[config.mk]
export PLATFORM = sky130hd
export DESIGN_NAME = rx_ring_engine
export DESIGN_NICKNAME = d
export VERILOG_FILES = /design/src/rtl/rx_ring_pkg.sv /design/src/rtl/rx_desc_mem.sv /design/src/rtl/rx_evt_fifo.sv /design/src/rtl/rx_ring_ctrl.sv /design/src/rtl/rx_ring_engine.sv
export SDC_FILE = /design/constraint.sdc
export NUM_CORES = 1
export LEC_CHECK = 0
export ABC_AREA = 0
export BUFFER_PORTS_ARGS = -buffer_cell sky130_fd_sc_hd__clkbuf_2
export CAP_MARGIN = 0
export CORE_UTILIZATION = 45
export CTS_CLUSTER_DIAMETER = 50
export CTS_CLUSTER_SIZE = 40
export DETAILED_ROUTE_END_ITERATION = 8
export SLEW_MARGIN = 0
export SYNTH_ARGS = -nofsm -noshare
export SYNTH_HDL_FRONTEND = slang
export SYNTH_SLANG_ARGS = --single-unit
export TNS_END_PERCENT = 30
[constraint.sdc]
create_clock -name clk_i -period 2.8 [get_ports clk_i]
set_input_delay 0.28 -clock clk_i [delete_from_list [all_inputs] [get_ports clk_i]]
set_output_delay 0.28 -clock clk_i [all_outputs]
set_load 0.02 [all_outputs]
[src/rtl/rx_ring_pkg.sv]
package rx_ring_pkg;
  localparam int unsigned E_B  = 15;
  localparam int unsigned CM_B = 14;
  localparam int unsigned W_B  = 13;
  localparam int unsigned I_B  = 12;
  localparam int unsigned UP_B = 8;

  localparam logic [3:0] EV_HEC  = 4'h1;
  localparam logic [3:0] EV_BUSY = 4'h2;
  localparam logic [1:0] EV_RXERR_HI = 2'b10;

  typedef enum logic [1:0] {ST_IDLE, ST_HDR, ST_RECV, ST_DROP} eng_st_e;
endpackage

[src/rtl/rx_desc_mem.sv]
module rx_desc_mem #(
  parameter int unsigned DEPTH = 32,
  parameter int unsigned DW    = 16,
  localparam int unsigned AW   = $clog2(DEPTH)
) (
  input  logic          clk_i,
  input  logic          rst_ni,
  input  logic          we_i,
  input  logic [AW-1:0] waddr_i,
  input  logic [DW-1:0] wdata_i,
  input  logic [AW-1:0] raddr_a_i,
  output logic [DW-1:0] rdata_a_o,
  input  logic [AW-1:0] raddr_b_i,
  output logic [DW-1:0] rdata_b_o
);
  logic [DW-1:0] mem_q [DEPTH];

  always_ff @(posedge clk_i or negedge rst_ni) begin
    if (!rst_ni) begin
      for (int i = 0; i < DEPTH; i++) mem_q[i] <= '0;
    end else if (we_i) begin
      mem_q[waddr_i] <= wdata_i;
    end
  end

  assign rdata_a_o = mem_q[raddr_a_i];
  assign rdata_b_o = mem_q[raddr_b_i];
endmodule

[src/rtl/rx_evt_fifo.sv]
module rx_evt_fifo #(
  parameter int unsigned DEPTH = 4,
  parameter int unsigned DW    = 12,
  localparam int unsigned PW   = (DEPTH > 1) ? $clog2(DEPTH) : 1,
  localparam int unsigned CW   = $clog2(DEPTH + 1)
) (
  input  logic          clk_i,
  input  logic          rst_ni,
  input  logic          push_i,
  input  logic [DW-1:0] push_data_i,
  input  logic          pop_i,
  output logic          valid_o,
  output logic [DW-1:0] data_o,
  output logic [CW-1:0] count_o
);
  logic [DW-1:0] buf_q [DEPTH];
  logic [PW-1:0] wr_q, rd_q;
  logic [CW-1:0] cnt_q;
  logic          do_push, do_pop;

  assign do_pop  = pop_i && (cnt_q != '0);
  assign do_push = push_i && (cnt_q != CW'(DEPTH));  // full: drop new entry

  always_ff @(posedge clk_i or negedge rst_ni) begin
    if (!rst_ni) begin
      wr_q  <= '0;
      rd_q  <= '0;
      cnt_q <= '0;
      for (int i = 0; i < DEPTH; i++) buf_q[i] <= '0;
    end else begin
      if (do_push) begin
        buf_q[wr_q] <= push_data_i;
        wr_q <= (wr_q == PW'(DEPTH - 1)) ? '0 : wr_q + 1'b1;
      end
      if (do_pop) rd_q <= (rd_q == PW'(DEPTH - 1)) ? '0 : rd_q + 1'b1;
      cnt_q <= cnt_q + CW'(do_push) - CW'(do_pop);
    end
  end

  assign valid_o = (cnt_q != '0);
  assign data_o  = buf_q[rd_q];
  assign count_o = cnt_q;
endmodule

[src/rtl/rx_ring_ctrl.sv]
module rx_ring_ctrl
  import rx_ring_pkg::*;
#(
  parameter int unsigned NUM_DESC = 8,
  localparam int unsigned IW = (NUM_DESC > 1) ? $clog2(NUM_DESC) : 1,
  localparam int unsigned AW = IW + 2
) (
  input  logic          clk_i,
  input  logic          rst_ni,
  input  logic          rbm_en_i,
  input  logic          ppd_en_i,
  input  logic          pkt_start_i,
  input  logic [23:0]   pkt_hdr_i,
  input  logic          hec_err_i,
  input  logic          pkt_end_i,
  input  logic          pkt_err_i,
  input  logic [1:0]    err_code_i,
  input  logic [15:0]   stat_i,
  output logic [AW-1:0] stat_addr_o,
  output logic          we_o,
  output logic [AW-1:0] waddr_o,
  output logic [15:0]   wdata_o,
  output logic          push_o,
  output logic [11:0]   push_data_o,
  output logic          irq_o,
  output eng_st_e       state_o
);
  eng_st_e       st_q, st_d;
  logic [IW-1:0] idx_q;
  logic [23:0]   hdr_q;
  logic          irq_q;
  logic          close, done;
  logic [3:0]    unused_stat;

  assign unused_stat = stat_i[11:8];
  assign done        = pkt_end_i || pkt_err_i;
  assign stat_addr_o = {idx_q, 2'd0};

  always_comb begin
    st_d        = st_q;
    we_o        = 1'b0;
    waddr_o     = {idx_q, 2'd0};
    wdata_o     = stat_i;
    push_o      = 1'b0;
    push_data_o = '0;
    close       = 1'b0;
    unique case (st_q)
      ST_IDLE: if (pkt_start_i) begin
        if (hec_err_i) begin
          push_o      = 1'b1;
          push_data_o = {EV_HEC, 8'h00};
          st_d        = ST_DROP;
        end else if (stat_i[E_B]) begin
          we_o    = 1'b1;
          wdata_o = {1'b1, stat_i[CM_B], stat_i[W_B], stat_i[I_B], 3'b000, 1'b0,
                     pkt_hdr_i[23:16]};
          st_d    = ST_HDR;
        end else begin
          push_o      = !ppd_en_i;
          push_data_o = {EV_BUSY, pkt_hdr_i[23:16]};
          st_d        = ST_DROP;
        end
      end
      ST_HDR: begin
        we_o    = 1'b1;
        waddr_o = {idx_q, 2'd1};
        wdata_o = hdr_q[15:0];
        st_d    = ST_RECV;
      end
      ST_RECV: if (done) begin
        close   = 1'b1;
        we_o    = 1'b1;
        // error overrides continuous mode
        wdata_o = {!pkt_err_i && stat_i[CM_B], stat_i[CM_B], stat_i[W_B], stat_i[I_B],
                   3'b000, pkt_err_i, stat_i[7:0]};
        push_o      = pkt_err_i;
        push_data_o = {EV_RXERR_HI, err_code_i, hdr_q[23:16]};
        st_d        = ST_IDLE;
      end
      ST_DROP: if (done) st_d = ST_IDLE;
      default: st_d = ST_IDLE;
    endcase
  end

  always_ff @(posedge clk_i or negedge rst_ni) begin
    if (!rst_ni) begin
      st_q  <= ST_IDLE;
      idx_q <= '0;
      hdr_q <= '0;
      irq_q <= 1'b0;
    end else begin
      st_q  <= st_d;
      irq_q <= close && stat_i[I_B] && rbm_en_i;
      if (st_q == ST_IDLE && pkt_start_i) hdr_q <= pkt_hdr_i;
      if (close) begin
        if (stat_i[W_B] || idx_q == IW'(NUM_DESC - 1)) idx_q <= '0;
        else idx_q <= idx_q + 1'b1;
      end
    end
  end

  assign irq_o   = irq_q;
  assign state_o = st_q;
endmodule

[src/rtl/rx_ring_engine.sv]
module rx_ring_engine
  import rx_ring_pkg::*;
#(
  parameter int unsigned NUM_DESC  = 8,
  parameter int unsigned EVT_DEPTH = 4
) (
  input  logic                          clk_i,
  input  logic                          rst_ni,
  input  logic                          rbm_en_i,
  input  logic                          ppd_en_i,
  input  logic                          pkt_start_i,
  input  logic [23:0]                   pkt_hdr_i,
  input  logic                          hec_err_i,
  input  logic                          pkt_end_i,
  input  logic                          pkt_err_i,
  input  logic [1:0]                    err_code_i,
  input  logic                          host_req_i,
  input  logic                          host_we_i,
  input  logic [$clog2(NUM_DESC)+1:0]   host_addr_i,
  input  logic [15:0]                   host_wdata_i,
  output logic                          host_gnt_o,
  output logic [15:0]                   host_rdata_o,
  output logic                          irq_o,
  output logic                          evt_valid_o,
  output logic [11:0]                   evt_data_o,
  input  logic                          evt_pop_i
);
  localparam int unsigned AW    = $clog2(NUM_DESC) + 2;
  localparam int unsigned WORDS = NUM_DESC * 4;
  localparam int unsigned CW    = $clog2(EVT_DEPTH + 1);

  logic          eng_we, mem_we, push;
  logic [AW-1:0] eng_waddr, stat_addr, mem_waddr;
  logic [15:0]   eng_wdata, mem_wdata, stat_rd;
  logic [11:0]   push_data;
  logic [CW-1:0] evt_cnt;
  eng_st_e       eng_st;

  rx_ring_ctrl #(.NUM_DESC(NUM_DESC)) u_ctrl (
    .clk_i, .rst_ni, .rbm_en_i, .ppd_en_i, .pkt_start_i, .pkt_hdr_i, .hec_err_i,
    .pkt_end_i, .pkt_err_i, .err_code_i,
    .stat_i(stat_rd), .stat_addr_o(stat_addr),
    .we_o(eng_we), .waddr_o(eng_waddr), .wdata_o(eng_wdata),
    .push_o(push), .push_data_o(push_data), .irq_o, .state_o(eng_st)
  );

  // engine has fixed priority on the single write port
  assign host_gnt_o = host_req_i && !(host_we_i && eng_we);
  assign mem_we     = eng_we || (host_gnt_o && host_we_i);
  assign mem_waddr  = eng_we ? eng_waddr : host_addr_i;
  assign mem_wdata  = eng_we ? eng_wdata : host_wdata_i;

  rx_desc_mem #(.DEPTH(WORDS), .DW(16)) u_mem (
    .clk_i, .rst_ni, .we_i(mem_we), .waddr_i(mem_waddr), .wdata_i(mem_wdata),
    .raddr_a_i(stat_addr), .rdata_a_o(stat_rd),
    .raddr_b_i(host_addr_i), .rdata_b_o(host_rdata_o)
  );

  rx_evt_fifo #(.DEPTH(EVT_DEPTH), .DW(12)) u_evt (
    .clk_i, .rst_ni, .push_i(push), .push_data_i(push_data), .pop_i(evt_pop_i),
    .valid_o(evt_valid_o), .data_o(evt_data_o), .count_o(evt_cnt)
  );
endmodule

## Word level (Yosys, flattened, before mapping)

Cells that the tools add are included.

- Logic and storage cells: 137
- Register bits after elaboration: 597
- Bits of input ports: 58
- Output and inout bits: 31

- Equal/unequal tests: 9
- Reductions and logical operators: 21
- Bitwise gates (word level): 5
- Multiplexer cells: 47
- Add/subtract/negate cells: 5
- Magnitude comparators: 7

Operators with widths:

| kind | number |
|---|---|
| $bwmux W512 | 1 |
| $bmux W16 S5 | 2 |
| $mux W16 | 10 |
| $demux W16 S5 | 1 |
| $mux W12 | 6 |
| $bwmux W48 | 1 |
| $pmux W16 S3 | 1 |
| $bmux W12 S2 | 1 |
| $demux W12 S2 | 1 |
| $pmux W12 S2 | 1 |
| $ge A6 B6 Y1 const B | 3 |
| $not A5 Y6 | 3 |
| $mux W2 | 6 |
| $logic_and A1 B1 Y1 | 11 |
| $mux W1 | 10 |
| $mux W10 | 1 |
| $eq A2 B2 Y1 const B | 4 |
| $ge A3 B3 Y1 const B | 2 |
| $lt A6 B1 Y1 const B | 1 |
| $not A2 Y3 | 2 |
| $pmux W2 S3 | 1 |
| $mux W5 | 1 |
| $add A2 B1 Y2 const B | 2 |
| $add A3 B1 Y3 | 1 |
| other kinds (17) | 21 |

## Logic depth before layout (Yosys ltp)

Gate-level depths: netlist of run 1.

- Depth after elaboration: 15
- Mapped depth: 12
- Gate-level depth less buffers: 10

## Hierarchy

Synthesis of run 1 repeated with hierarchy kept, for this count alone.

- Cells, all modules: 2804
- Area total of the unflattened synthesis: 34191.5 µm²

By module, submodules not included:

| module | instances | cells an instance | seq. area each (µm²) | area each (µm²) |
|---|---|---|---|---|
| rx_desc_mem | 1 | 2299 | 12812.3 | 28322.2 |
| rx_evt_fifo | 1 | 335 | 1376.3 | 3767.4 |
| rx_ring_ctrl | 1 | 145 | 750.7 | 1828.0 |
| rx_ring_engine | 1 | 25 | 0.0 | 274.0 |

## Least setup slack after synthesis of run 1

Ideal clock, no wire load.

- Path kind: input-to-output
- Start: input port host_addr_i[0]
- End: output port host_rdata_o[0]
- Slack: -0.064 ns
- Path buffers: 3
- Arrival: 2.584 ns
- Cell stages on the path: 6
- Required time: 2.520 ns
- Cell sequence: clkbuf_1 > clkbuf_1 > buf_1 > mux4_2 > mux4_2 > mux2_2

- Longest elaborated chain between the ends: 4

Ends and longest elaborated chain:

| item | RTL line | RTL |
|---|---|---|
| start: declaration | rx_ring_engine.sv:19 | `input logic [$clog2(NUM_DESC)+1:0] host_addr_i,` |
| $not A5 Y6 (not written as such) | rx_desc_mem.sv:27 | `assign rdata_b_o = mem_q[raddr_b_i];` |
| $bmux W16 S5 | rx_desc_mem.sv:27 |  |
| $mux W16 (not written as such) (2 in series) | rx_desc_mem.sv:27 |  |
| end: declaration | rx_ring_engine.sv:22 | `output logic [15:0] host_rdata_o,` |

Every way passes these cells. The select of a mux whose other input is x is not followed.

## Worst setup path in the final report of run 1

- Start: register u_ctrl.idx_q[0]
- End: register u_mem.mem_q[365] (netlist name)

- Longest elaborated chain between the ends: 15
- Elaborated cells between the ends (all ways): 27
- Those cells by class: order compare: 2; mux: 17; bitwise: 2; reduce/logical: 6

Ends and longest elaborated chain:

| item | RTL line | RTL |
|---|---|---|
| start: declaration | rx_ring_ctrl.sv:29 | `logic [IW-1:0] idx_q;` |
| start signal: assignment | rx_ring_ctrl.sv:97 | `else idx_q <= idx_q + 1'b1;` |
| $not A5 Y6 (not written as such) | rx_desc_mem.sv:26 | `assign rdata_a_o = mem_q[raddr_a_i];` |
| $bmux W16 S5 | rx_desc_mem.sv:26 |  |
| $mux W16 (not written as such) (2 in series) | rx_desc_mem.sv:26 |  |
| $mux W1 | rx_ring_ctrl.sv:53 | `end else if (stat_i[E_B]) begin` |
| $mux W1 | rx_ring_ctrl.sv:49 | `if (hec_err_i) begin` |
| $mux W1 | rx_ring_ctrl.sv:48 | `ST_IDLE: if (pkt_start_i) begin` |
| $pmux W1 S3 | rx_ring_ctrl.sv:47 | `unique case (st_q)` |
| $mux W5 | rx_ring_engine.sv:50 | `assign mem_waddr = eng_we ? eng_waddr : host_addr_i;` |
| $not A5 Y6 (not written as such) | rx_desc_mem.sv:22 | `mem_q[waddr_i] <= wdata_i;` |
| $ge A6 B6 Y1 (not written as such) / $lt A6 B1 Y1 (equally long branches) | rx_desc_mem.sv:22 |  |
| $logic_and A1 B1 Y1 (not written as such) | rx_desc_mem.sv:22 |  |
| $mux W16 (not written as such) | rx_desc_mem.sv:22 |  |
| $demux W16 S5 | rx_desc_mem.sv:22 |  |
| $bwmux W512 | rx_desc_mem.sv:22 |  |
| end signal: indexed assignment | rx_desc_mem.sv:22 |  |
| end: declaration | rx_desc_mem.sv:16 | `logic [DW-1:0] mem_q [DEPTH];` |

Parallel ways exist; a longest one is shown, timed or not. The select of a mux whose other input is x is not followed.
A chain may end at the register's enable or synchronous reset.

==> results of run 1 <==
-- cell usage after synthesis (3+ instances only) --
| master | number |
|---|---|
| dfrtp_1 | 593 |
| mux2_2 | 311 |
| nand2_1 | 259 |
| o21ai_0 | 250 |
| mux4_2 | 193 |
| clkbuf_1 | 81 |
| buf_2 | 38 |
| nor2_1 | 35 |
| mux2_1 | 33 |
| a21oi_1 | 18 |
| buf_6 | 17 |
| buf_4 | 16 |
| a22o_1 | 15 |
| mux2i_1 | 15 |
| nand3_1 | 15 |
| buf_1 | 13 |
| ha_1 | 9 |
| o21ai_1 | 9 |
| a21oi_4 | 8 |
| a221oi_1 | 8 |
| a311o_1 | 8 |
| inv_1 | 7 |
| a22oi_1 | 6 |
| and2_1 | 6 |
| clkbuf_2 | 6 |
| a21o_1 | 5 |
| nand2b_1 | 5 |
| nor3_1 | 5 |
| nor2_4 | 4 |
| nor3b_1 | 4 |
| o21ai_2 | 4 |
| a2bb2oi_1 | 3 |
| nand3b_4 | 3 |
| nor2b_1 | 3 |
-- tightest hold or removal path, cell delays in order --
cell and delay [ns]:
clkbuf_2 0.08, a21o_1 0.15, mux2_2 0.16
-- worst max-delay path by stage --
stage          depth (start not counted)                      endpoint                          from
2_1_floorplan                          6              host_rdata_o[10]                host_addr_i[0]
3_3_place_gp                           7  u_mem.mem_q[364]$_DFFE_PN0P_   u_ctrl.idx_q[0]$_DFFE_PN0P_
3_5_place_dp                           8  u_mem.mem_q[432]$_DFFE_PN0P_   u_ctrl.idx_q[0]$_DFFE_PN0P_
4_1_cts                                4               host_rdata_o[2]  u_mem.mem_q[306]$_DFFE_PN0P_
5_1_grt                               11  u_mem.mem_q[229]$_DFFE_PN0P_   u_ctrl.idx_q[0]$_DFFE_PN0P_
6_report                               7  u_mem.mem_q[365]$_DFFE_PN0P_   u_ctrl.idx_q[0]$_DFFE_PN0P_
-- sequential cells by signal, indices dropped and copies added, names as in the netlist --
signal and flops:
u_ctrl.hdr_q 24, u_ctrl.idx_q 3, u_ctrl.irq_o 1, u_ctrl.state_o 2, u_evt.buf_q 44, u_evt.count_o 3
u_evt.rd_q 2, u_evt.wr_q 2, u_mem.mem_q 512
-- layer usage --
metal,wire [um],part of all wire,vias to the layer above
met5,20,0.00023,-
met3,6490,0.076,142
li1,-,-,7955
met4,2390,0.028,2
met1,37200,0.44,9893
met2,39100,0.46,714
-- power by group through the flow --
stage / clock (W) / sequential, W / combinational [W]
detailed placement: 0 / 0.0141 / 0.0133
global route: 0.00897 / 0.0144 / 0.0152
finish: 0.00849 / 0.0140 / 0.0142
floorplan: 0 / 0.0132 / 0.00916
CTS: 0.00866 / 0.0140 / 0.0134
global placement: 0 / 0.0139 / 0.0130
-- logic make-up (layout without fill, tap and decap cells) --
kind of cell,count (synthesis),after routing,share of synthesized area
and+or+nand+nor,357,357,0.0568
xor gates and xnor gates,2,2,0.000624
muxes,555,555,0.300
DFF,593,593,0.528
other,1,2,0.000134
adders and majority gates,10,10,0.00472
AOI/OAI and AO/OA,351,351,0.0761
buffers and inverters,179,433,0.0332
-- cells in the final DEF (no fill, tap or decap), types with 6 or more instances in the layout --
| master | synthesis | final |
|---|---|---|
| a22o_1 | 15 | 14 |
| nand2_1 | 259 | 259 |
| clkinv_4 | 0 | 8 |
| a21oi_4 | 8 | 9 |
| clkbuf_16 | 0 | 65 |
| inv_8 | 0 | 14 |
| buf_6 | 17 | 10 |
| mux2_1 | 33 | 33 |
| inv_6 | 0 | 8 |
| nor2_1 | 35 | 35 |
| a21oi_1 | 18 | 13 |
| a221oi_1 | 8 | 8 |
| buf_12 | 1 | 54 |
| ha_1 | 9 | 9 |
| nand3_1 | 15 | 12 |
| mux2_2 | 311 | 305 |
| inv_1 | 7 | 7 |
| mux2i_1 | 15 | 10 |
| a311o_1 | 8 | 8 |
| mux2_4 | 2 | 8 |
| a21oi_2 | 2 | 6 |
| dlygate4sd3_1 | 0 | 29 |
| buf_4 | 16 | 134 |
| mux4_2 | 193 | 193 |
| dfrtp_1 | 593 | 592 |
| clkbuf_2 | 6 | 74 |
| o21ai_1 | 9 | 9 |
| o21ai_0 | 250 | 250 |
-- stage by stage --
stage                     hold WS [ns]  std cells  utilization  TNS [ns]
after floorplan                -0.0156       2048            -    -0.261
after detailed placement         0.215       2973        0.497     -1.99
after global placement           0.216       2973        0.497   -0.0806
after global routing            0.0910       3139        0.543    -0.951
after CTS                       0.0337       3114        0.536    -0.182
final                           0.0637       3140        0.544         0
-- area by class of cell --
cell class                 instances  share of cell area
antenna                            1           0.0000746
clock buffer                      64              0.0464
clock inverter                    48              0.0165
inverter                           7            0.000783
multi-input combinational       1276               0.371
sequential                       593               0.442
tap                              837              0.0312
timing repair buffer             314              0.0911
-- repair_timing --
| item | 4_1_cts | 5_1_grt |
|---|---|---|
| hold endpoints to repair | 182 | 0 |
| setup buffers | 0 | 21 |
| cloned | 0 | 4 |
| resized for setup | 11 | 52 |
| hold buffers | 29 | 0 |
| endpoints found under the setup margin | 56 | 187 |
| pin swaps | 2 | 10 |
==> impl_metrics.ini, run 1 <==
[timing]
finalHoldViolCount = 0
setup_viol = 0
min_period_over_period = 0.999
drv_slew = 0
relSlewSlack = 0.429
setup_slack_ns = 0.00335
fin_skew_ns = 0.0167
tightestPinTransition_ns = 0.857
period_minus_slack_ns = 2.80
rsz0062_at_grt = yes
fmax_ghz = 0.358

[power_and_ir_drop]
combPwrFrac = 0.386
p_per_area_nw_per_um2 = 1090
power.switching_w = 0.0130
power_switching_share = 0.355
ir_worst_vdd_v = 0.000607
p_leak_nw = 14.7
fin_total_pwr_w = 0.0367
intPower_w = 0.0237
power_frac_clock = 0.231
power_frac_seq = 0.382

[logic_synthesis]
synthTopCellsByArea = dfrtp_1, mux4_2, mux2_2
ys_warn_count = 0
ys_seq_area_frac = 0.528
synth-edff-count = 0
synth-seq-cells = 593
netlist_area_um2 = 28100
async_reset_ff_frac = 1.00
yosys.area.top_type_share = 0.528
yosysTopAreaCell = dfrtp_1
synth_nets = 2116
syn-instance-count = 2048
synth_area_per_cell_um2 = 13.7
synth_ff_type = dfrtp_1
synth_cell_types = 66

[floorplan]
die_w_um = 252
start_util = 0.455
die_h_um = 252
core_region_area_um2 = 61700
num_io_pins = 89
dieArea_um2 = 63400
num_rows = 91

[grt]
gr-total-overflow = 0
antenna_found_initial = 1
use_met2 = 0.421
grt_usage = 0.274
use_met3 = 0.0540
grt_first_pass_wirelength_um = 127000
grt_max_degree = 133
top_usage_layer = met2
grt_use_met1 = 0.396
grt_pass1_vias = 19200

[worst_setup_path]
r2r_slack_ns = 0.003
crit_path_end_kind = flop
critPathTopFamily = multiplexers
slowest_delay_ns = 0.51
r2r_end = u_mem.mem_q[365]$_DFFE_PN0P_
reg2reg_depth = 7
criticalPathCategory = flop to flop
crit_path_top_delay_cell = dfrtp_2
crit_path_max_fanout = 15
path_buf_inv = 1
setup.worst_path.start_class = flop
worst_ep_arrival_time_ns = 3.31
worstPathCellList = buf_12, mux4_2, mux2_2, mux2i_1, nor2_1, a21o_2, mux2_1
r2r_start = u_ctrl.idx_q[0]$_DFFE_PN0P_
cp_data_required_time_ns = 3.31

[drt]
drt-pass1-iter-count = 5
viasPerCell = 5.96
drt-initial-drc-count = 1701
drc = 0
ant_nets = 0
wl_per_cell_um = 27.1
vias = 18700
wirelength_um = 85200

[cells_and_area]
regArea_um2 = 14800
multi_input_area_um2 = 12500
fillers = 5092
area_delta_synth_final_pct = 19.4
fin_area_um2 = 33500
drive_gt1_frac = 0.419
layout.nets = 2320

[run]
max_cap_viol_count = 0

[clock_tree]
cts-root-buf = clkbuf_16
numCtsBuffers = 60
cts_tree = done
cts_num_sinks = 593
insertion_delay_ns = 0.64
clk_path_buf_depth = 3
cts.clk_slew.worst_paths_ns = 0.07
htreeDepth = 2

[min_path]
hold_path.class = primary input to flop
hold_depth = 3
min_from = err_code_i[1]
whs_endpoint = u_evt.buf_q[33]$_DFFE_PN0P_

[place]
hpwl_um = 56400
gp_congestion = 0.904
dpl_cell_area_um2 = 30600
io_buffers = 87
post-place-ws_ns = -0.115

[status]
status = completed
Power figures use the tool's default switching activity.
==> inputs of run 2 (changes only) <==
--- a/config.mk
+++ b/config.mk
@@ -12,6 +12,7 @@
 export CTS_CLUSTER_DIAMETER = 50
 export CTS_CLUSTER_SIZE = 40
 export DETAILED_ROUTE_END_ITERATION = 8
+export HOLD_SLACK_MARGIN = 0.12
 export SLEW_MARGIN = 0
 export SYNTH_ARGS = -nofsm -noshare
 export SYNTH_HDL_FRONTEND = slang
==> impl_metrics.ini, run 2 (synthesis gave the netlist of run 1 again) <==
[status]
violations = setup timing
status = finished with violations

[worst_setup_path]
crit_path_end_kind = flop
worstPathCellList = buf_4, mux4_2, mux2_2, mux2i_1, nor2_1, a21o_2, mux2_1
reg2reg_depth = 7
setup.worst_path.start_class = flop
r2r_end = u_mem.mem_q[365]$_DFFE_PN0P_
cp_data_required_time_ns = 3.31
criticalPathCategory = flop to flop
crit_path_top_delay_cell = dfrtp_1
worst_ep_arrival_time_ns = 3.33
crit_start = u_ctrl.idx_q[2]$_DFFE_PN0P_
r2r_start = u_ctrl.idx_q[2]$_DFFE_PN0P_
r2r_slack_ns = -0.02
crit_path_end = u_mem.mem_q[365]$_DFFE_PN0P_
slowest_delay_ns = 0.47
crit_path_max_fanout = 15

[run]
max_cap_viol_count = 0

[floorplan]
num_rows = 91
die_h_um = 252
dieArea_um2 = 63400
start_util = 0.455
core_region_area_um2 = 61700
num_io_pins = 89
die_w_um = 252

[timing]
rsz0062_at_grt = yes
fmax_ghz = 0.355
setup_slack_ns = -0.0179
setup_viol = 2
relSlewSlack = 0.439
period_minus_slack_ns = 2.82
fin_skew_ns = 0.0159
finalHoldViolCount = 0
min_period_over_period = 1.01
tightestPinTransition_ns = 0.842
drv_slew = 0

[cells_and_area]
largest_reg_flops = 512
fillers = 5083
regArea_um2 = 14800
mostFrequentLayoutCell = dfrtp_1
final_util = 0.544
drive_gt1_frac = 0.418
mostFrequentLayoutCells = dfrtp_1, mux2_2, nand2_1
layout.nets = 2325
biggestRegsByFlops = u_mem.mem_q (512), u_evt.buf_q (44), u_ctrl.hdr_q (24)
regMostFlops = u_mem.mem_q
fin_cells = 3145
area_delta_synth_final_pct = 19.6
multi_input_area_um2 = 12500
fin_area_um2 = 33600

[clock_tree]
cts.clk_slew.worst_paths_ns = 0.08
cts_tree = done
numCtsBuffers = 60
htreeDepth = 2
clk_path_buf_depth = 3
cts-root-buf = clkbuf_16
insertion_delay_ns = 0.63
cts_num_sinks = 593

[drt]
drt-initial-drc-count = 1760
wirelength_um = 85400
ant_nets = 0
drc = 0
wl_per_cell_um = 27.2
drt-pass1-iter-count = 7
viasPerCell = 5.95
vias = 18700

[place]
post-place-ws_ns = -0.115
placedCellCount = 2973
hpwl_um = 56400
io_buffers = 87
gp_congestion = 0.904
dpl_cell_area_um2 = 30600

[grt]
grt_pass1_vias = 19200
grt_usage = 0.274
gr-total-overflow = 0
grt_max_degree = 133
grt_first_pass_wirelength_um = 127000
antenna_found_initial = 1

[min_path]
hold_path.class = primary input to asynchronous set/reset pin

[power_and_ir_drop]
fin_total_pwr_w = 0.0367
ir_worst_vdd_v = 0.000607
p_leak_nw = 14.7
p_per_area_nw_per_um2 = 1090
run 2: cell types whose count changed in the layout (fill, tap and decap cells not counted), sizes merged:
cell,change
dlygate4sd3,+5
run 2: worst min-delay path by stage:
stage | startpoint | end | slack (ns) | cells after the start
after floorplan | rst_ni | u_ctrl.hdr_q[0]$_DFFE_PN0P_ | -0.02 | 0
after global placement | rst_ni | u_evt.buf_q[24]$_DFFE_PN0P_ | 0.22 | 1
after detailed placement | rst_ni | u_evt.buf_q[12]$_DFFE_PN0P_ | 0.21 | 1
after CTS | rst_ni | u_evt.buf_q[13]$_DFFE_PN0P_ | 0.13 | 2
after global routing | host_wdata_i[1] | u_mem.mem_q[145]$_DFFE_PN0P_ | 0.16 | 4
final | rst_ni | u_evt.buf_q[13]$_DFFE_PN0P_ | 0.15 | 2
run 2: stage by stage:
| stage | TNS (ns) | hold slack (ns) |
|---|---|---|
| floorplan | -0.261 | -0.0156 |
| global placement | -0.0806 | 0.216 |
| detailed placement | -1.99 | 0.215 |
| CTS | -0.182 | 0.125 |
| global route | -0.984 | 0.165 |
| finish | -0.0274 | 0.146 |
run 2: routing by layer:
layer	global-route usage	vias to the layer above	wire [um]
met2	0.421	697	39000
met4	0.0831	2	2480
li1	-	7967	-
met3	0.0548	145	6490
met5	0	-	20
met1	0.395	9915	37400
run 2: worst max-delay path: cells and delay by family, from the launching register on:
family	cells	cell delay, ns
mux	4	1.37
flops	1	0.47
buf+inv	1	0.40
compound gates	1	0.32
simple gates	1	0.14
run 2: power breakdown:
group	switching, W	internal, W	leakage, nW	total (W)
Clock	0.00394	0.00455	1.03	0.00849
Sequential	0.00212	0.0119	7.68	0.0140
Combinational	0.00701	0.00721	6.01	0.0142
run 2: final cells by class:
| class | count | share of cell area |
|---|---|---|
| tap | 837 | 0.0312 |
| clock buffer | 64 | 0.0464 |
| sequential | 593 | 0.442 |
| antenna | 1 | 0.0000745 |
| timing repair buffer | 319 | 0.0924 |
| multi-input combinational | 1276 | 0.371 |
| inverter | 7 | 0.000782 |
| clock inverter | 48 | 0.0165 |
run 2: repair_timing:
action | CTS | global route
setup buffers | 0 | 21
hold buffers | 34 | 0
resized for setup | 11 | 52
pin swaps | 2 | 10
endpoints found under the hold margin | 344 | 0
cloned | 0 | 4
setup endpoints to repair | 56 | 187
